### src/rtl/trib_mon_pkg.sv
package trib_mon_pkg;

    localparam int unsigned SYNC_STAGES = 2;

    // Indices of the asynchronous inputs inside the synchronizer bus
    localparam int unsigned IDX_TCLK  = 0;
    localparam int unsigned IDX_TDAT  = 1;
    localparam int unsigned IDX_BCLK  = 2;
    localparam int unsigned ASYNC_IN  = 3;

    typedef struct packed {
        logic stb;
        logic val;
    } bit_evt_t;

endpackage

### src/rtl/trib_mon_sync.sv
module trib_mon_sync #(
    parameter int unsigned W = 1
) (
    input  logic         clk,
    input  logic         rst_n,
    input  logic [W-1:0] async_i,
    output logic [W-1:0] sync_o
);
    typedef struct packed {
        logic [W-1:0] meta;
        logic [W-1:0] stable;
    } sync_t;

    sync_t s_d, s_q;

    always_comb begin
        s_d        = s_q;
        s_d.meta   = async_i;
        s_d.stable = s_q.meta;
    end

    always_ff @(posedge clk or negedge rst_n) begin
        if (!rst_n) s_q <= '0;
        else        s_q <= s_d;
    end

    assign sync_o = s_q.stable;
endmodule

### src/rtl/trib_mon_loc.sv
module trib_mon_loc #(
    parameter int unsigned LOC_LIMIT = 64
) (
    input  logic clk,
    input  logic rst_n,
    input  logic any_edge,
    output logic loc_o,
    output logic loc_nxt_o
);
    localparam int unsigned CW = $clog2(LOC_LIMIT + 1);
    localparam logic [CW-1:0] LAST = CW'(LOC_LIMIT - 1);

    typedef struct packed {
        logic [CW-1:0] idle;
        logic          loc;
    } loc_t;

    loc_t s_d, s_q;

    always_comb begin
        s_d = s_q;
        if (any_edge) begin
            s_d.idle = '0;
            s_d.loc  = 1'b0;
        end else if (s_q.idle == LAST) begin
            s_d.loc  = 1'b1;
        end else begin
            s_d.idle = s_q.idle + 1'b1;
        end
    end

    always_ff @(posedge clk or negedge rst_n) begin
        if (!rst_n) s_q <= '0;
        else        s_q <= s_d;
    end

    assign loc_o     = s_q.loc;
    assign loc_nxt_o = s_d.loc;
endmodule

### src/rtl/trib_mon_ais.sv
module trib_mon_ais #(
    parameter int unsigned WIN_BITS = 4632,
    parameter int unsigned MAX_ERR  = 8
) (
    input  logic clk,
    input  logic rst_n,
    input  logic stb,
    input  logic bit_v,
    output logic ais_o,
    output logic ais_nxt_o,
    output logic win_end_o
);
    localparam int unsigned BW = $clog2(WIN_BITS);
    localparam int unsigned ZW = $clog2(MAX_ERR + 2);
    localparam logic [BW-1:0] BLAST = BW'(WIN_BITS - 1);
    localparam logic [ZW-1:0] ZMAX  = ZW'(MAX_ERR);
    localparam logic [ZW-1:0] ZSAT  = ZW'(MAX_ERR + 1);

    typedef struct packed {
        logic [BW-1:0] bits;
        logic [ZW-1:0] zeros;
        logic          ais;
    } ais_t;

    ais_t s_d, s_q;
    logic [ZW-1:0] zeros_upd;
    logic          last_bit;

    always_comb begin
        s_d       = s_q;
        zeros_upd = s_q.zeros;
        if (!bit_v && (s_q.zeros != ZSAT)) zeros_upd = s_q.zeros + 1'b1;
        last_bit  = stb && (s_q.bits == BLAST);
        if (last_bit) begin
            s_d.ais   = (zeros_upd <= ZMAX);
            s_d.bits  = '0;
            s_d.zeros = '0;
        end else if (stb) begin
            s_d.bits  = s_q.bits + 1'b1;
            s_d.zeros = zeros_upd;
        end
    end

    always_ff @(posedge clk or negedge rst_n) begin
        if (!rst_n) s_q <= '0;
        else        s_q <= s_d;
    end

    assign ais_o     = s_q.ais;
    assign ais_nxt_o = s_d.ais;
    assign win_end_o = last_bit;
endmodule

### src/rtl/trib_mon_blue.sv
module trib_mon_blue #(
    parameter int unsigned DIV = 16
) (
    input  logic clk,
    input  logic rst_n,
    input  logic blue_s,
    input  logic div_sel,
    output logic stb_o
);
    localparam int unsigned DW = $clog2(DIV);
    localparam logic [DW-1:0] DLAST = DW'(DIV - 1);

    typedef struct packed {
        logic          prev;
        logic [DW-1:0] cnt;
    } blue_t;

    blue_t s_d, s_q;
    logic  rise;

    always_comb begin
        s_d      = s_q;
        s_d.prev = blue_s;
        rise     = blue_s && !s_q.prev;
        if (div_sel) begin
            stb_o = rise && (s_q.cnt == DLAST);
            if (rise) s_d.cnt = (s_q.cnt == DLAST) ? '0 : s_q.cnt + 1'b1;
        end else begin
            stb_o = rise;
        end
    end

    always_ff @(posedge clk or negedge rst_n) begin
        if (!rst_n) s_q <= '0;
        else        s_q <= s_d;
    end
endmodule

### src/rtl/trib_alarm_mon.sv
module trib_alarm_mon
    import trib_mon_pkg::*;
#(
    parameter int unsigned WIN_BITS  = 4632,
    parameter int unsigned MAX_ERR   = 8,
    parameter int unsigned LOC_LIMIT = 64,
    parameter int unsigned DIV       = 16
) (
    input  logic clk,
    input  logic rst_n,
    input  logic trib_clk,
    input  logic trib_data,
    input  logic edge_sel,
    input  logic blue_clk,
    input  logic blue_div16,
    output logic out_stb,
    output logic out_bit,
    output logic loc,
    output logic ais,
    output logic alarm_any
);
    typedef struct packed {
        logic     tc_prev;
        bit_evt_t out;
        logic     alarm;
    } top_t;

    top_t s_d, s_q;

    logic [ASYNC_IN-1:0] async_bus, sync_bus;
    logic     tc_s, td_s, bc_s;
    logic     any_edge, win_end, blue_stb;
    logic     loc_nxt, ais_nxt;
    bit_evt_t trib_evt;

    assign async_bus[IDX_TCLK] = trib_clk;
    assign async_bus[IDX_TDAT] = trib_data;
    assign async_bus[IDX_BCLK] = blue_clk;

    trib_mon_sync #(.W(ASYNC_IN)) u_sync (
        .clk(clk), .rst_n(rst_n), .async_i(async_bus), .sync_o(sync_bus)
    );

    assign tc_s = sync_bus[IDX_TCLK];
    assign td_s = sync_bus[IDX_TDAT];
    assign bc_s = sync_bus[IDX_BCLK];

    assign any_edge     = tc_s ^ s_q.tc_prev;
    assign trib_evt.stb = edge_sel ? (tc_s && !s_q.tc_prev) : (!tc_s && s_q.tc_prev);
    assign trib_evt.val = td_s;

    trib_mon_loc #(.LOC_LIMIT(LOC_LIMIT)) u_loc (
        .clk(clk), .rst_n(rst_n), .any_edge(any_edge),
        .loc_o(loc), .loc_nxt_o(loc_nxt)
    );

    trib_mon_ais #(.WIN_BITS(WIN_BITS), .MAX_ERR(MAX_ERR)) u_ais (
        .clk(clk), .rst_n(rst_n), .stb(trib_evt.stb), .bit_v(trib_evt.val),
        .ais_o(ais), .ais_nxt_o(ais_nxt), .win_end_o(win_end)
    );

    trib_mon_blue #(.DIV(DIV)) u_blue (
        .clk(clk), .rst_n(rst_n), .blue_s(bc_s), .div_sel(blue_div16),
        .stb_o(blue_stb)
    );

    always_comb begin
        s_d         = s_q;
        s_d.tc_prev = tc_s;
        if (loc) begin
            s_d.out.stb = blue_stb;
            s_d.out.val = 1'b1;
        end else begin
            s_d.out = trib_evt;
        end
        s_d.alarm = loc_nxt | ais_nxt;
    end

    always_ff @(posedge clk or negedge rst_n) begin
        if (!rst_n) s_q <= '0;
        else        s_q <= s_d;
    end

    assign out_stb   = s_q.out.stb;
    assign out_bit   = s_q.out.val;
    assign alarm_any = s_q.alarm;
endmodule

### config.mk
export PLATFORM = sky130hd
export DESIGN_NAME = trib_alarm_mon
export DESIGN_NICKNAME = d
export VERILOG_FILES = /design/src/rtl/trib_mon_pkg.sv /design/src/rtl/trib_mon_sync.sv /design/src/rtl/trib_mon_loc.sv /design/src/rtl/trib_mon_ais.sv /design/src/rtl/trib_mon_blue.sv /design/src/rtl/trib_alarm_mon.sv
export SDC_FILE = /design/constraint.sdc
export NUM_CORES = 1
export LEC_CHECK = 0
export BUFFER_PORTS_ARGS = -buffer_cell sky130_fd_sc_hd__buf_4
export CAP_MARGIN = 15
export CORE_UTILIZATION = 55
export CTS_BUF_LIST = sky130_fd_sc_hd__clkbuf_16
export DETAILED_ROUTE_END_ITERATION = 6
export PLACE_DENSITY = 0.71
export SYNTH_ARGS = -nofsm -noshare
export SYNTH_HDL_FRONTEND = slang
export SYNTH_SLANG_ARGS = --single-unit
export TNS_END_PERCENT = 1
### constraint.sdc
create_clock -name clk -period 3.2 [get_ports clk]
set_input_delay 0.32 -clock clk [delete_from_list [all_inputs] [get_ports clk]]
set_output_delay 0.32 -clock clk [all_outputs]
set_load 0.005 [all_outputs]
==> metrics.md <==
| Metric | Value |
|---|---|
| Power density cells | 671 mW/mm2 |
| Max Slew Vio Count | 0 |
| Tot GR Track Use | 20.8% |
| Top FF cell, synth | dfrtp_1 |
| Pre-antenna DRT Iters | 4 |
| Fin worst setup slack | 1550 ps |
| Starting Density | 58.3% |
| Total congestion overflow | 0 |
| Clock buffer depth | 2 |
| FFs w/ async S/R, synth | 100% |
| Setup crit end kind | register |
| Largest net degree at the start of global routing | 42 |
| Kind of critical path | reg -> reg |
| Pleak | 1.03 nW |
| DIE WIDTH | 61.9 um |
| Cell count after synthesis | 174 |
| Final clock skew | 5.08 ps |
| Status | completed |
| CTS resizes | 0 |
| DR iter-0 viols | 50 |
| Tightest Hold Check Type | in -> async |
| Dpl hpwl | 2.34 mm |
| RePlAce Congestion | 0.838 |
| Initial antenna violation count | 0 |
| Sequential share of the synthesized area | 52.0% |
| Vias/cell | 5.54 |
| Post-synth net total | 188 |
| Seq cells post-synth | 41 |
| Max_cap viols | 0 |
| Clock slew at reported path FFs | 60 ps |
| Hold_buf cts | 0 |
| Arr. time, crit path | 1830 ps |
| Ys Warns | 0 |
| CP bufs+invs | 1 |
| Per-cell routed wire length | 13.8 um |
| Layout area overhead | 15.3% |
| Yosys cell types | 43 |
| Setup Fix Bufs, Post-CTS | 0 |
| CTS tree | yes |
| FMAX | 607 MHz |
| RSZ-0062 raised after global routing | false |
| Final critical-path required period | 1650 ps |
| Worst slack, placed | 1540 ps |
| Vias in the first global route | 1282 |
| DR DRC count | 0 |
| Setup TNS | 0 ps |
| CTS Buf Count | 5 |
| Global-route wire length before repair | 5.62 mm |
| Delay-heaviest family, CP | flip-flops |
| Fin. Hold Viols | 0 |
| Post-Syn Area | 0.00197 mm2 |
| CP Max Fanout | 9 |
| IO Port Bufs | 11 |
| Final WL | 3.29 mm |
| Clk_lat worst skew | 280 ps |
| Nets | 205 |
| Hold_ws | 0.309 ps |
| # setup viols final | 0 |
| Post-Syn Area per Cell | 11.3 um2 |
| Filler Cell Count | 249 |
| CP max stage delay | 370 ps |
| Clock Tree Root | clkbuf_16 |
| Max VDD drop | 0.363 mV |
| Htree depth | 2 |
| Crit start category | register |
| Antenna diodes | 0 |
| Worst Tran Pin Value | 530 ps |
| Critical Path RT | 3380 ps |
| Sink Count | 41 |
| Slowest-stage cell, CP | dfrtp_1 |
| Max-slew headroom at the worst pin | 64.0% |
| Via count | 1319 |
| Share of layout cells above drive strength 1 | 17.2% |
| Post-synth EDFFs | 0 |
| Tcrit/Tclk final | 51.5% |
| Die H | 61.9 um |
| Die area | 0.00383 mm2 |
| Row cnt | 21 |
| CP Cell Sequence | inv_1, ha_1, mux2_4, nand4_4, nand2_1, o32ai_1 |
| Core Region | 0.00339 mm2 |
| ANT nets after route | 0 |
| Io pins | 12 |
| Total Power | 1.53 mW |
==> path summary, 6_finish.rpt <==
kind                                   from                to  slack (ps)  cells after the start
setup / recovery           u_sync.sync_o[0]      u_ais.s_q[3]        1550                      6
min in group clk                   trib_clk     u_sync.s_d[0]         140                      1
hold / removal                        rst_n           out_bit         0.3                      1
hold reg to reg               u_sync.s_d[1]  u_sync.sync_o[1]         340                      0
setup reg to reg           u_sync.sync_o[0]      u_ais.s_q[3]        1550                      6
max in group asynchronous             rst_n      u_loc.s_q[1]        2850                      1
==> power by group <==
group | internal (mW) | switching (mW) | leakage, nW
clock network | 0.365 | 0.194 | 0.0775
logic | 0.117 | 0.137 | 0.430
registers | 0.600 | 0.115 | 0.521
total | 1.08 | 0.446 | 1.03
==> cell usage after synthesis (2+ instances only) <==
cell type,instances,area [um2]
dfrtp_1,41,1030
nand2_1,19,71.3
inv_1,11,41.3
nor2_1,11,41.3
o21ai_0,10,50.1
a21oi_1,7,35.0
ha_1,7,87.6
xor2_1,7,61.3
nand3_1,6,30.0
xnor2_1,5,43.8
a31oi_1,3,18.8
nand4_1,3,18.8
nand4b_1,3,26.3
nor4b_2,3,45.0
o31ai_1,3,22.5
mux2i_1,2,20.0
nand3b_1,2,15.0
nand4_2,2,25.0
nand4_4,2,42.5
nor2b_1,2,12.5
o21a_1,2,15.0
o22ai_1,2,12.5
==> registers in the layout, summed over array words and instances (netlist names) <==
signal,flops
alarm_any,1
out_bit,1
out_stb,1
s_q,1
u_ais.ais_o,1
u_ais.s_q,17
u_blue.s_q,5
u_loc.loc_o,1
u_loc.s_q,7
u_sync.s_d,3
u_sync.sync_o,3
==> metal layers <==
metal | up-vias | wire length, um | global-route usage (%)
li1 | 652 | - | -
met5 | - | 0 | 0
met1 | 641 | 1530 | 24.8
met3 | 4 | 110 | 6.83
met4 | 0 | 31 | 7.94
met2 | 22 | 1620 | 35.2
==> cells in the final DEF, fill, tap and decap left out, types with 6 or more instances in the layout <==
master / instances
ha_1: 7
o21ai_0: 10
xor2_1: 7
dfrtp_1: 41
a21oi_1: 7
inv_1: 11
nand3_1: 6
nand2_1: 19
nor2_1: 11
buf_4: 11
==> kinds of logic after synthesis <==
family,after synthesis,share of synthesized area (%)
AO/OA/AOI/OAI,33,11.3
AND/OR/NAND/NOR,64,21.7
flip-flops,41,52.0
buffers and inverters,12,2.28
multiplexers,5,3.04
XOR/XNOR,12,5.32
adder cells (fa/ha/maj),7,4.44
==> metrics by stage <==
step,instances,instance area (um2),util (%)
4_1_cts,238,2280,67.2
6_report,238,2280,67.2
3_3_place_gp,230,2110,62.3
3_5_place_dp,230,2110,62.3
2_1_floorplan,174,1970,-
5_1_grt,238,2280,67.2
==> area by class of cell <==
class	count	area (um2)	share of cell area [%]
flip-flops and latches	41	1030	45.1
multi-input cells	121	903	39.7
clock buffers	5	125	5.49
repair buffers	11	82.6	3.63
well taps	46	57.6	2.53
clock inverters	3	41.3	1.81
inverters	11	41.3	1.81
Note: power is estimated with default switching activity, not from simulation.
